[src/rtl/pirq_route_pkg.sv]
package pirq_route_pkg;

    localparam int unsigned PIRQ_N    = 4;
    localparam int unsigned IRQ_N     = 16;
    localparam int unsigned CFG_AW    = 8;
    localparam int unsigned ROUTE_OFF = 32'h60;
    localparam logic [7:0]  ROUTE_RST = 8'h80;

    typedef logic [7:0] route_t;

    typedef struct packed {
        logic   en;
        route_t irq;
    } route_rsp_t;

    // A steering byte is live when it names an existing controller input.
    function automatic logic route_live(route_t r, int unsigned n_irq);
        return 32'(r) < n_irq;
    endfunction

    function automatic route_rsp_t route_decode(route_t r, int unsigned n_irq);
        route_rsp_t rsp;
        rsp.en  = route_live(r, n_irq);
        rsp.irq = rsp.en ? r : 8'hFF;
        return rsp;
    endfunction

endpackage

[src/rtl/pirq_cfg_regs.sv]
module pirq_cfg_regs
    import pirq_route_pkg::*;
#(
    parameter int unsigned NUM_PIRQ = PIRQ_N,
    parameter int unsigned BASE     = ROUTE_OFF
) (
    input  logic                        clk,
    input  logic                        rst,
    input  logic                        wr,
    input  logic [CFG_AW-1:0]           addr,
    input  logic [NUM_PIRQ-1:0]         be,
    input  logic [8*NUM_PIRQ-1:0]       wdata,
    input  logic [CFG_AW-1:0]           rd_addr,
    output route_t                      rdata,
    output route_t [NUM_PIRQ-1:0]       routes
);

    localparam int unsigned LAST = BASE + NUM_PIRQ;

    logic hit;
    assign hit = wr && (32'(addr) == BASE);

    for (genvar g = 0; g < NUM_PIRQ; g++) begin : g_reg
        always_ff @(posedge clk) begin
            if (rst) begin
                routes[g] <= ROUTE_RST;
            end else if (hit && be[g]) begin
                routes[g] <= wdata[8*g +: 8];
            end
        end
    end

    always_comb begin
        rdata = '0;
        for (int i = 0; i < NUM_PIRQ; i++) begin
            if (32'(rd_addr) == BASE + 32'(i)) begin
                rdata = routes[i];
            end
        end
        if (32'(rd_addr) >= LAST) begin
            rdata = '0;
        end
    end

endmodule

[src/rtl/pirq_level_map.sv]
module pirq_level_map
    import pirq_route_pkg::*;
#(
    parameter int unsigned NUM_PIRQ = PIRQ_N,
    parameter int unsigned NUM_IRQ  = IRQ_N
) (
    input  logic                    clk,
    input  logic                    rst,
    input  logic [NUM_PIRQ-1:0]     lvl,
    input  route_t [NUM_PIRQ-1:0]   routes,
    output logic [NUM_IRQ-1:0]      irq_out
);

    localparam int unsigned MAP_W = NUM_IRQ * NUM_PIRQ;

    logic [MAP_W-1:0] map_q;
    logic [MAP_W-1:0] map_d;

    // Rebuilt from nothing each cycle: bit k*NUM_PIRQ+p holds line p on input k.
    always_comb begin
        map_d = '0;
        for (int k = 0; k < NUM_IRQ; k++) begin
            for (int p = 0; p < NUM_PIRQ; p++) begin
                map_d[k*NUM_PIRQ + p] = lvl[p]
                                      && route_live(routes[p], NUM_IRQ)
                                      && (32'(routes[p]) == 32'(k));
            end
        end
    end

    always_ff @(posedge clk) begin
        if (rst) begin
            map_q <= '0;
        end else begin
            map_q <= map_d;
        end
    end

    for (genvar g = 0; g < NUM_IRQ; g++) begin : g_or
        assign irq_out[g] = |map_q[g*NUM_PIRQ +: NUM_PIRQ];
    end

endmodule

[src/rtl/pirq_route_query.sv]
module pirq_route_query
    import pirq_route_pkg::*;
#(
    parameter int unsigned NUM_PIRQ = PIRQ_N,
    parameter int unsigned NUM_IRQ  = IRQ_N,
    localparam int unsigned PIN_W   = $clog2(NUM_PIRQ)
) (
    input  route_t [NUM_PIRQ-1:0]   routes,
    input  logic [PIN_W-1:0]        q_pin,
    output route_rsp_t              q_rsp,
    input  logic [7:0]              sw_devfn,
    input  logic [PIN_W-1:0]        sw_intx,
    output logic [PIN_W-1:0]        sw_pirq
);

    assign q_rsp = route_decode(routes[q_pin], NUM_IRQ);

    // Slot rotation; NUM_PIRQ is added so the slot-minus-one never goes negative.
    int unsigned slot;
    int unsigned rot;
    always_comb begin
        slot    = 32'(sw_devfn >> 3);
        rot     = (32'(sw_intx) + slot + NUM_PIRQ - 1) % NUM_PIRQ;
        sw_pirq = PIN_W'(rot);
    end

endmodule

[src/rtl/pirq_router.sv]
module pirq_router
    import pirq_route_pkg::*;
#(
    parameter int unsigned NUM_PIRQ = PIRQ_N,
    parameter int unsigned NUM_IRQ  = IRQ_N,
    parameter int unsigned BASE     = ROUTE_OFF,
    localparam int unsigned PIN_W   = $clog2(NUM_PIRQ)
) (
    input  logic                    clk,
    input  logic                    rst,
    input  logic [NUM_PIRQ-1:0]     pirq_lvl,
    input  logic                    cfg_wr,
    input  logic [CFG_AW-1:0]       cfg_addr,
    input  logic [NUM_PIRQ-1:0]     cfg_be,
    input  logic [8*NUM_PIRQ-1:0]   cfg_wdata,
    input  logic [CFG_AW-1:0]       cfg_rd_addr,
    output logic [7:0]              cfg_rdata,
    output logic [NUM_IRQ-1:0]      irq_out,
    input  logic [PIN_W-1:0]        q_pin,
    output logic                    q_en,
    output logic [7:0]              q_irq,
    input  logic [7:0]              sw_devfn,
    input  logic [PIN_W-1:0]        sw_intx,
    output logic [PIN_W-1:0]        sw_pirq
);

    route_t [NUM_PIRQ-1:0] route_q;
    route_rsp_t            q_rsp;

    pirq_cfg_regs #(.NUM_PIRQ(NUM_PIRQ), .BASE(BASE)) u_regs (
        .clk     (clk),
        .rst     (rst),
        .wr      (cfg_wr),
        .addr    (cfg_addr),
        .be      (cfg_be),
        .wdata   (cfg_wdata),
        .rd_addr (cfg_rd_addr),
        .rdata   (cfg_rdata),
        .routes  (route_q)
    );

    pirq_level_map #(.NUM_PIRQ(NUM_PIRQ), .NUM_IRQ(NUM_IRQ)) u_map (
        .clk     (clk),
        .rst     (rst),
        .lvl     (pirq_lvl),
        .routes  (route_q),
        .irq_out (irq_out)
    );

    pirq_route_query #(.NUM_PIRQ(NUM_PIRQ), .NUM_IRQ(NUM_IRQ)) u_query (
        .routes   (route_q),
        .q_pin    (q_pin),
        .q_rsp    (q_rsp),
        .sw_devfn (sw_devfn),
        .sw_intx  (sw_intx),
        .sw_pirq  (sw_pirq)
    );

    assign q_en  = q_rsp.en;
    assign q_irq = q_rsp.irq;

endmodule

[config.mk]
export PLATFORM = sky130hd
export DESIGN_NAME = pirq_router
export DESIGN_NICKNAME = d
export VERILOG_FILES = /design/src/rtl/pirq_route_pkg.sv /design/src/rtl/pirq_cfg_regs.sv /design/src/rtl/pirq_level_map.sv /design/src/rtl/pirq_route_query.sv /design/src/rtl/pirq_router.sv
export SDC_FILE = /design/constraint.sdc
export NUM_CORES = 1
export LEC_CHECK = 0
export BUFFER_PORTS_ARGS = -buffer_cell sky130_fd_sc_hd__buf_2
export CORE_ASPECT_RATIO = 0.6
export CORE_UTILIZATION = 35
export CTS_BUF_LIST = sky130_fd_sc_hd__clkbuf_16
export DETAILED_ROUTE_END_ITERATION = 6
export GPL_ROUTABILITY_DRIVEN = 1
export PLACE_DENSITY = 0.56
export SLEW_MARGIN = 10
export SYNTH_ARGS = -nofsm -noshare
export SYNTH_HDL_FRONTEND = slang
export SYNTH_SLANG_ARGS = --single-unit
[constraint.sdc]
create_clock -name clk -period 2 [get_ports clk]
set_clock_uncertainty 0.15 [all_clocks]
set_input_delay 0.2 -clock clk [delete_from_list [all_inputs] [get_ports clk]]
set_output_delay 0.2 -clock clk [all_outputs]
set_load 0.02 [all_outputs]
* After elaboration in Yosys (flattened, before gate mapping)
Index checks and enable logic that the tools add are counted.
** Operators by class
- Mux-type cells :: 8
- Reduce and logical (&&, ||, !) cells :: 93
- Add/subtract/negate cells :: 3
- Equal/unequal tests :: 65
- Order comparisons :: 7
** Operators with widths (count)
- 8-bit by 4-bit == test with 1-bit output, second input constant :: 32
- 8-bit by 3-bit == test with 1-bit output, second input constant :: 16
- 1-bit logical AND :: 73
- 8-bit by 2-bit == test with 1-bit output, second input constant :: 8
- 4-bit OR reduction :: 16
- 8-bit 2-to-1 mux :: 7
- 8-bit by 7-bit == test with 1-bit output, second input constant :: 5
- 8-bit by 5-bit < comparator with 1-bit output, second input constant :: 5
- 8-bit by 1-bit == test with 1-bit output, second input constant :: 4
- 8-bit logical NOT :: 4
- 8-bit binary-select mux with 2-bit select :: 1
- 8-bit by 7-bit >= comparator with 1-bit output, second input constant :: 1
- 2-bit by 3-bit < comparator with 1-bit output, second input constant :: 1
- 2-bit by 1-bit adder with 2-bit output, second input constant :: 1
- 2-bit adder :: 1
- 2-bit by 1-bit subtractor with 2-bit output, second input constant :: 1
** Storage, ports and cells
- Register bits after elaboration :: 96
- Logic and storage cells :: 181
- Output and inout port bits :: 35

* Longest topological paths before layout
Gate-level depths: netlist (run 1).
- Depth in word-level cells :: 6
- Mapped depth :: 5

* By module
A second synthesis (run 1) with hierarchy kept.
** Unflattened totals
- Cell total of the unflattened synthesis :: 403
- Area total of the unflattened synthesis :: 4401.7 um2
** Modules (own cells, without submodules)
- pirq_level_map :: sequential area each 1281.2 um2, cells an instance 186, area an instance 2274.7 um2, times used 1
- pirq_cfg_regs :: sequential area each 640.6 um2, cells an instance 184, area an instance 1793.0 um2, times used 1
- pirq_route_query :: sequential area each 0.0 um2, cells an instance 33, area an instance 334.1 um2, times used 1

* Least setup slack after synthesis (run 1)
OpenSTA, ideal clock, no wires.
- Path kind :: reg-to-output
- Start :: register u_regs.routes[4] (netlist bit)
- End :: output q_irq[0]
- Buffers on the path :: 1
- Cell stages (with the launch flop) :: 5
- Setup slack :: 0.312 ns
- Data required time :: 1.650 ns
- Arrival time :: 1.338 ns
- Cell sequence :: dfxtp_1 -> nor4_1 -> a22o_1 -> buf_4 -> o21bai_1
** On the way
- Word-level cells in the longest chain between the ends :: 4
** Ends and longest elaborated chain
- start, declared :: line pirq_cfg_regs.sv:15 : output route_t [NUM_PIRQ-1:0] routes
- start signal, assigned by index :: line pirq_cfg_regs.sv:28 : routes[g] <= wdata[8*g +: 8];
- 8-bit binary-select mux with 2-bit select :: line pirq_route_query.sv:16 : assign q_rsp = route_decode(routes[q_pin], NUM_IRQ);
- 8-bit 2-to-1 mux (not written as such) :: line pirq_route_query.sv:16
- 8-bit by 5-bit < comparator with 1-bit output :: line pirq_route_pkg.sv:18 : return 32'(r) < n_irq;
- 8-bit 2-to-1 mux :: line pirq_route_pkg.sv:24 : rsp.irq = rsp.en ? r : 8'hFF;
- end, declared :: line pirq_router.sv:21 : output logic [7:0] q_irq,
No other way between the ends. The select of a mux whose other input is x is not followed.

* Worst setup path in the final report (run 1)
- Start :: register u_regs.routes[20] (netlist bit)
- End :: output q_en
** On the way
- Word-level cells in the longest chain between the ends :: 3
** Ends and longest elaborated chain
- 8-bit binary-select mux with 2-bit select :: line pirq_route_query.sv:16
- 8-bit 2-to-1 mux (not written as such) :: line pirq_route_query.sv:16
- 8-bit by 5-bit < comparator with 1-bit output :: line pirq_route_pkg.sv:18
- end, declared :: line pirq_router.sv:20 : output logic q_en,
No other way between the ends. The select of a mux whose other input is x is not followed.

==> results.cfg, run 1 <==
[run_status]
status = finished clean

[worst_setup_path]
critPathLaunch = u_regs.routes[20]$_SDFFE_PP0P_
cp-start-kind = flop
r2r_slack_ns = 0.29
end_kind = primary output
worstPathArrival_ns = 1.64
reg2regPathDepth = 4
critPathCapture = q_en
critPathMaxFanout = 9
rr_endpoint = u_map.map_q[51]$_SDFF_PP0_
r2r-start = u_regs.routes[28]$_SDFFE_PP0P_
cp_num_buf_inv = 2
path_cells = nor4_2 > buf_4 > a22o_4 > or2_2 > buf_2
worstPathRequired_ns = 1.65
crit_type = flop to primary output
slowest_stage = dfxtp_2
crit_family = flip-flops
max_stage_delay_ns = 0.37
crit_cells = 5

[timing]
setup_ws_ns = 0.0141
period_share_pct = 99.3
final_hold_viol_count = 0
slew_headroom_pct = 51.2
fmax_ghz = 0.504
setup_tns_ns = 0
min_period_ns = 1.99
rsz0062_at_grt = yes
drv_slew = 0
max_slew.worst_pin.slew_ns = 0.732
setup_viol = 0

[floorplanning]
boundaryPins = 106
dieArea_um2 = 11800
die_h_um = 84.7
row_count = 29
coreArea_um2 = 10800
initial_core_util_pct = 36.9
die_x_um = 140

[pwr]
power_density_nw_per_um2 = 724
ir_worst_vdd_v = 0.000487
p_total_uw = 3830
leakagePower_uw = 0.00206

[layout]
multiInputGateArea_um2 = 1930
final_common_cell = buf_2
final_cell_mix = buf_2, dfxtp_1, nor2_1
drive_above_1_share_pct = 33.6
final_nets = 600
area_growth_pct = 32.5
antenna_cells = 0
final-seq-area_um2 = 1930
utilization_pct = 48.9
nFillCells = 1045
finalNonFillerCells = 671

[global_route]
grt_pass1_wl_mm = 19.7
grt_use_total_pct = 22.3
first_global_vias = 3526
antenna_found_initial = 0
grt_max_degree = 33
grt_overflow = 0

[synth]
synth-seq-cells = 96
yosysTopAreaCellShare_pct = 48.2
yosysTopAreaCell = dfxtp_1
syn_avg_cell_area_um2 = 9.82
ys_types = 33
synth_edf_count = 0
synth-main-ff-cell = dfxtp_1
yosys-top-cells-area = dfxtp_1, mux4_2, nor2_1, nand4_1, o31ai_1
syn_area_um2 = 3990
postSynthCellCount = 406
async_flop_share_pct = 0
yosys_warnings = 0
synth.net_count = 478
seq_area_frac_synth_pct = 48.2

[clock_network]
cts_tree = built
cts_sinks = 96
clk-insertion-delay-late_ns = 0.34
cts_made_buffers = 9
htreeDepth = 3
clock-root-buffer = clkbuf_16
clk_pin_slew_worst_paths_ns = 0.06
postCtsSetupBuffers = 0
max-clock-path-buffers = 2

[place]
place_congestion = 0.866
io_buffer_count = 99
dp_hpwl_mm = 9.33
dp_cells = 627
dpl_worst_slack_ns = -0.0139

[worst_hold_path]
worst_hold_path_type = input pin to flop

[route]
drt_first_iter_violations = 408
wl_per_cell_um = 19.0
dr.pass1.iters = 5
ant_nets = 0
viasPerCell = 5.58
via_count = 3741
drcViolationCount = 0
drt_wl_total_mm = 12.7

[job]
cap_violations = 0
==> cells in the mapped netlist (all sizes together), types with 5 or more instances <==
| library cell | instances |
|---|---|
| dfxtp | 96 |
| nor2 | 58 |
| nand4 | 32 |
| a21oi | 28 |
| o31ai | 28 |
| clkbuf | 24 |
| nor3 | 16 |
| or4 | 16 |
| buf | 15 |
| nor2b | 14 |
| mux4 | 12 |
| nand4b | 9 |
| nand2b | 8 |
| nor4 | 8 |
| o21bai | 8 |
| nor4b | 5 |
==> power by group <==
part	internal, µW	switching [µW]	total [µW]
combinational	120	133	254
sequential	1910	0.671	1910
clock	957	702	1660
==> worst reg2reg max path: cells and delay by family (launching register included) <==
kind / cells / cell delay, ns
and+or+nand+nor: 3 / 0.94
buffers and inverters: 1 / 0.20
DFF: 1 / 0.33
==> flip-flops by register name, summed over array words and instances, names as in the netlist <==
signal         cells
u_map.map_q       64
u_regs.routes     32
==> cells by family after synthesis <==
logic type	Yosys count	share of synthesized area, %
AOI/OAI and AO/OA	70	12.2
xor gates and xnor gates	2	0.439
adders and majority gates	1	0.314
buffers and inverters	42	4.89
DFF	96	48.2
muxes	12	6.78
and+or+nand+nor	183	27.2
==> per-layer routing <==
| metal | up-vias | wire length [µm] | GRT usage [%] |
|---|---|---|---|
| li1 | 1745 | - | - |
| met1 | 1818 | 6460 | 35.0 |
| met2 | 168 | 5040 | 29.7 |
| met3 | 10 | 1130 | 5.70 |
| met4 | 0 | 119 | 4.70 |
| met5 | - | 0 | 0 |
==> area by class of cell <==
type                            count  area share (%)
Sequential cell                    96            36.6
Multi-Input combinational cell    268            36.5
Timing Repair Buffer              150            18.0
Clock buffer                        9            4.26
Tap cell                          139            3.29
Clock inverter                      6            1.14
Inverter                            3           0.213
==> worst min path at each step <==
| stage | from | end | depth (start not counted) |
|---|---|---|---|
| floorplan | cfg_wdata[0] | u_regs.routes[0]$_SDFFE_PP0P_ | 2 |
| global placement | cfg_wdata[14] | u_regs.routes[14]$_SDFFE_PP0P_ | 3 |
| detailed placement | cfg_wdata[6] | u_regs.routes[6]$_SDFFE_PP0P_ | 3 |
| CTS | cfg_wdata[18] | u_regs.routes[18]$_SDFFE_PP0P_ | 3 |
| global route | cfg_wdata[18] | u_regs.routes[18]$_SDFFE_PP0P_ | 3 |
| finish | cfg_wdata[18] | u_regs.routes[18]$_SDFFE_PP0P_ | 3 |
==> repair_timing <==
item | in CTS | in global routing
resized for setup | 12 | 7
setup endpoints to repair | 9 | 9
endpoints found under the hold margin | 29 | 0
hold buffers | 29 | 0
==> through the flow <==
step | hold WS (ns) | area [µm²]
2_1_floorplan | 0.204 | 3990
3_3_place_gp | 0.320 | 4640
3_5_place_dp | 0.320 | 4640
4_1_cts | 0.00478 | 5260
5_1_grt | 0.0200 | 5280
6_report | 0.0149 | 5280
Note: power is estimated with default switching activity, not from simulation.
==> run 2: changes to the inputs <==
- SETUP_SLACK_MARGIN: default -> 0.4
==> results.cfg, run 2 (synthesis gave the netlist of run 1 again) <==
[clock_network]
max-clock-path-buffers = 2
cts_tree = built
clock-root-buffer = clkbuf_16
clk-insertion-delay-late_ns = 0.34
cts_made_buffers = 9
htreeDepth = 3
clk_pin_slew_worst_paths_ns = 0.07
cts_sinks = 96

[floorplanning]
initial_core_util_pct = 36.9
dieArea_um2 = 11800
die_x_um = 140
coreArea_um2 = 10800
die_h_um = 84.7
boundaryPins = 106
row_count = 29

[route]
wl_per_cell_um = 19.2
dr.pass1.iters = 5
drt_wl_total_mm = 13.5
viasPerCell = 5.52
drcViolationCount = 0
drt_first_iter_violations = 311
ant_nets = 0
via_count = 3888

[layout]
top_regs = u_map.map_q (64), u_regs.routes (32)
area_growth_pct = 52.7
largest_reg_flops = 64
nFillCells = 954
final_common_cell = buf_2
finalNonFillerCells = 704
final_nets = 632
final_cell_mix = buf_2, dfxtp_1, buf_4
drive_above_1_share_pct = 51.3
largest-register = u_map.map_q
antenna_cells = 0
utilization_pct = 56.3

[timing]
drv_slew = 0
setup_ws_ns = 0.0644
min_period_ns = 1.94
setup_tns_ns = 0
rsz0062_at_grt = yes
fmax_ghz = 0.517
period_share_pct = 96.8
max_slew.worst_pin.slew_ns = 0.482
setup_viol = 0
final_hold_viol_count = 0
slew_headroom_pct = 67.8

[worst_setup_path]
worstPathRequired_ns = 1.65
end_kind = primary output
critPathMaxFanout = 5
worstPathArrival_ns = 1.59
cp-start-kind = flop
crit_type = flop to primary output

[pwr]
p_total_uw = 3770
power_density_nw_per_um2 = 619
leakagePower_uw = 0.00225
ir_worst_vdd_v = 0.000425

[place]
dpl_worst_slack_ns = 0.131
io_buffer_count = 99
dp_hpwl_mm = 9.45
place_congestion = 0.873
dp_cells = 631

[run_status]
status = finished clean

[global_route]
antenna_found_initial = 0
grt_pass1_wl_mm = 20.1
first_global_vias = 3607
grt_use_total_pct = 22.7
grt_max_degree = 33
grt_overflow = 0

[worst_hold_path]
worst_hold_path_type = input pin to flop

[job]
cap_violations = 0
-- run 2: cell types whose count changed in the layout (fill, tap and decap cells not counted), moves of 19 or more --
cell	before	now
nor2_1	57	38
buf_6	0	33
buf_4	22	48
buf_2	99	73
dfxtp_1	86	67
-- run 2: worst paths after layout --
| check | slack (ns) | startpoint | endpoint | depth (start not counted) |
|---|---|---|---|---|
| max | 0.06 | u_regs.routes[12]$_SDFFE_PP0P_ | q_irq[2] | 5 |
| min | 0.005 | cfg_wdata[1] | u_regs.routes[1]$_SDFFE_PP0P_ | 3 |
| max reg2reg | 0.21 | u_regs.routes[12]$_SDFFE_PP0P_ | u_map.map_q[25]$_SDFF_PP0_ | 7 |
| min reg2reg | 0.36 | u_regs.routes[13]$_SDFFE_PP0P_ | u_regs.routes[13]$_SDFFE_PP0P_ | 2 |
-- run 2: where the power goes --
group          switching [µW]  internal (µW)  leakage (µW)
Sequential              0.622           1890      0.000788
Clock                     768            854      0.000132
Combinational             138            122       0.00133
-- run 2: worst max-delay path: stages (launching register included) --
cell	delay (ns)
dfxtp_4	0.37
nor4_4	0.29
buf_4	0.19
a22o_4	0.14
o21bai_1	0.08
buf_2	0.16
-- run 2: final cells by class --
class                      instances  area, µm²  area share [%]
multi-input combinational        269       2270            37.2
sequential                        96       1990            32.7
timing repair buffer             181       1370            22.4
clock buffer                       9        225            3.70
tap                              139        174            2.85
clock inverter                     7       55.1           0.904
inverter                           3       11.3           0.185
-- run 2: stage by stage --
stage          hold WS, ns  instance area (µm²)
2_1_floorplan        0.204                 4010
3_3_place_gp         0.319                 4700
3_5_place_dp         0.313                 4700
4_1_cts            0.00270                 5700
5_1_grt             0.0137                 6090
6_report           0.00514                 6090
-- run 2: per-layer routing --
layer | wire (µm) | global-route usage (%) | up-vias
met1 | 6990 | 36.5 | 1892
met4 | 115 | 4.50 | 0
li1 | - | - | 1820
met3 | 1010 | 4.85 | 13
met2 | 5370 | 30.0 | 163
met5 | 0 | 0 | -
-- run 2: repair_timing --
item,CTS,global route
endpoints found under the setup margin,53,82
resized for setup,100,82
buffers inserted,18,11
pin swaps,18,33
hold buffers,27,0
cloned,1,0
endpoints found under the hold margin,27,0
==> run 3: changes to the inputs <==
- PLACE_DENSITY: 0.56 -> 0.58
- SETUP_SLACK_MARGIN: 0.4 -> 0.1
- clock period: 2 -> 1.7 ns (I/O delays scaled with it)
==> results.cfg, run 3 (synthesis gave the netlist of run 1 again) <==
[clock_network]
cts_made_buffers = 9
clk-insertion-delay-late_ns = 0.34
cts_sinks = 96
clk_pin_slew_worst_paths_ns = 0.06
htreeDepth = 3
cts_tree = built
max-clock-path-buffers = 2
clock-root-buffer = clkbuf_16

[run_status]
status = finished, violations left
failed_checks = negative setup slack

[worst_setup_path]
crit_type = flop to primary output
worstPathRequired_ns = 1.38
worstPathArrival_ns = 1.59
r2r_slack_ns = 0.08
critPathMaxFanout = 5
crit_cells = 5
end_kind = primary output
crit_family = buffers and inverters
max_stage_delay_ns = 0.33
slowest_stage = dfxtp_2
cp_num_buf_inv = 2
reg2regPathDepth = 5
path_cells = nor4_2 > buf_4 > a22o_4 > o21bai_1 > buf_4
worst_path_most_repeated_cell = buf_4
cp-start-kind = flop

[worst_hold_path]
worst_hold_path_type = input pin to flop
min_path_cells = 4

[timing]
drv_slew = 0
period_share_pct = 112
fmax_ghz = 0.524
min_period_ns = 1.91
setup_viol = 17
rsz0062_at_grt = yes
setup_ws_ns = -0.209
slew_headroom_pct = 64.2
max_slew.worst_pin.slew_ns = 0.536
final_hold_viol_count = 0

[floorplanning]
coreArea_um2 = 10800
die_h_um = 84.7
row_count = 29
initial_core_util_pct = 36.9
die_x_um = 140
boundaryPins = 106
dieArea_um2 = 11800

[job]
cap_violations = 0

[pwr]
p_seq_share_pct = 48.6
ir_worst_vdd_v = 0.000472
p_clk_share_pct = 44.3
p_int_uw = 3530
switching_power_uw = 1060
p_sw_share_pct = 23.1
combPwrFrac_pct = 7.1
power_density_nw_per_um2 = 757
leakagePower_uw = 0.00232

[layout]
final_common_cell = buf_2
finalNonFillerCells = 712
area_growth_pct = 52.1
utilization_pct = 56.1
top_regs = u_map.map_q (64), u_regs.routes (32)
largest-register = u_map.map_q
drive_above_1_share_pct = 47.8
final_cell_mix = buf_2, dfxtp_1, buf_4
antenna_cells = 0
largest_reg_flops = 64
final_nets = 640
nFillCells = 966

[route]
wl_per_cell_um = 19.8
ant_nets = 0
drt_wl_total_mm = 14.1
dr.pass1.iters = 5
viasPerCell = 5.65
via_count = 4025
drcViolationCount = 0
drt_first_iter_violations = 332

[place]
dp_hpwl_mm = 9.69
dp_cells = 638
io_buffer_count = 99
place_congestion = 0.937

[global_route]
grt_pass1_wl_mm = 21.0
grt_max_degree = 33
first_global_vias = 3632
grt_overflow = 0
antenna_found_initial = 0
grt_use_total_pct = 24.1
## run 3: cell count changes in the layout (fill, tap and decap cells not counted), sizes merged
cell,previous run,this run
a22o,3,4
dlygate4sd3,27,32
buf,154,156
bufinv,0,1
clkinvlp,2,1
## run 3: power groups by stage
| stage | clock network (µW) | logic [µW] | registers, µW |
|---|---|---|---|
| after floorplan | 0 | 135 | 2300 |
| after global placement | 0 | 249 | 2300 |
| after detailed placement | 0 | 254 | 2300 |
| after CTS | 2040 | 316 | 2240 |
| after global routing | 2150 | 347 | 2230 |
| final | 2030 | 326 | 2230 |
## run 3: stage by stage
stage | setup TNS [ns] | cell area (µm²) | power, µW | hold WS, ns | setup slack [ns]
6_report | -2.63 | 6070 | 4590 | 0.207 | -0.209
3_3_place_gp | -0.0102 | 4770 | 2550 | 0.292 | -0.0102
4_1_cts | -2.78 | 5800 | 4600 | 0.196 | -0.233
5_1_grt | -3.33 | 6070 | 4730 | 0.205 | -0.257
2_1_floorplan | 0 | 4010 | 2440 | 0.174 | 0.179
3_5_place_dp | -0.0752 | 4770 | 2550 | 0.287 | -0.0391
## run 3: worst min-delay path, cell delays in order
cell and delay [ns]:
buf_2 0.10, nor2b_1 0.18, nand3_2 0.16, nor2_1 0.05
## run 3: timing repair
| action | CTS | global route |
|---|---|---|
| endpoints found under the hold margin | 32 | 0 |
| endpoints found under the setup margin | 34 | 70 |
| buffers inserted | 10 | 17 |
| pin swaps | 29 | 31 |
| hold buffers | 32 | 0 |
| cloned | 2 | 0 |
| gates resized for setup | 105 | 52 |
## run 3: worst paths after layout
path | startpoint | end
hold / removal | pirq_lvl[0] | u_map.map_q[4]$_SDFF_PP0_
setup reg to reg | u_regs.routes[23]$_SDFFE_PP1P_ | u_map.map_q[6]$_SDFF_PP0_
hold reg to reg | u_regs.routes[1]$_SDFFE_PP0P_ | u_regs.routes[1]$_SDFFE_PP0P_
setup / recovery | u_regs.routes[23]$_SDFFE_PP1P_ | q_irq[2]
## run 3: final cells by class
class                      instances  area, µm²  share of cell area (%)
multi-input combinational        270       2120                    34.9
sequential                        96       1990                    32.8
timing repair buffer             188       1480                    24.4
clock buffer                       9        225                    3.71
tap                              139        174                    2.87
clock inverter                     7       72.6                    1.20
inverter                           3       11.3                   0.186
## run 3: per-layer routing
metal	GRT usage (%)	vias up	wire length (µm)	share of wire [%]
li1	-	1838	-	-
met1	37.9	1965	7050	50
met2	30.5	209	5490	39
met3	8.16	13	1430	10
met4	4.90	0	140	0.99
met5	0	-	0	0
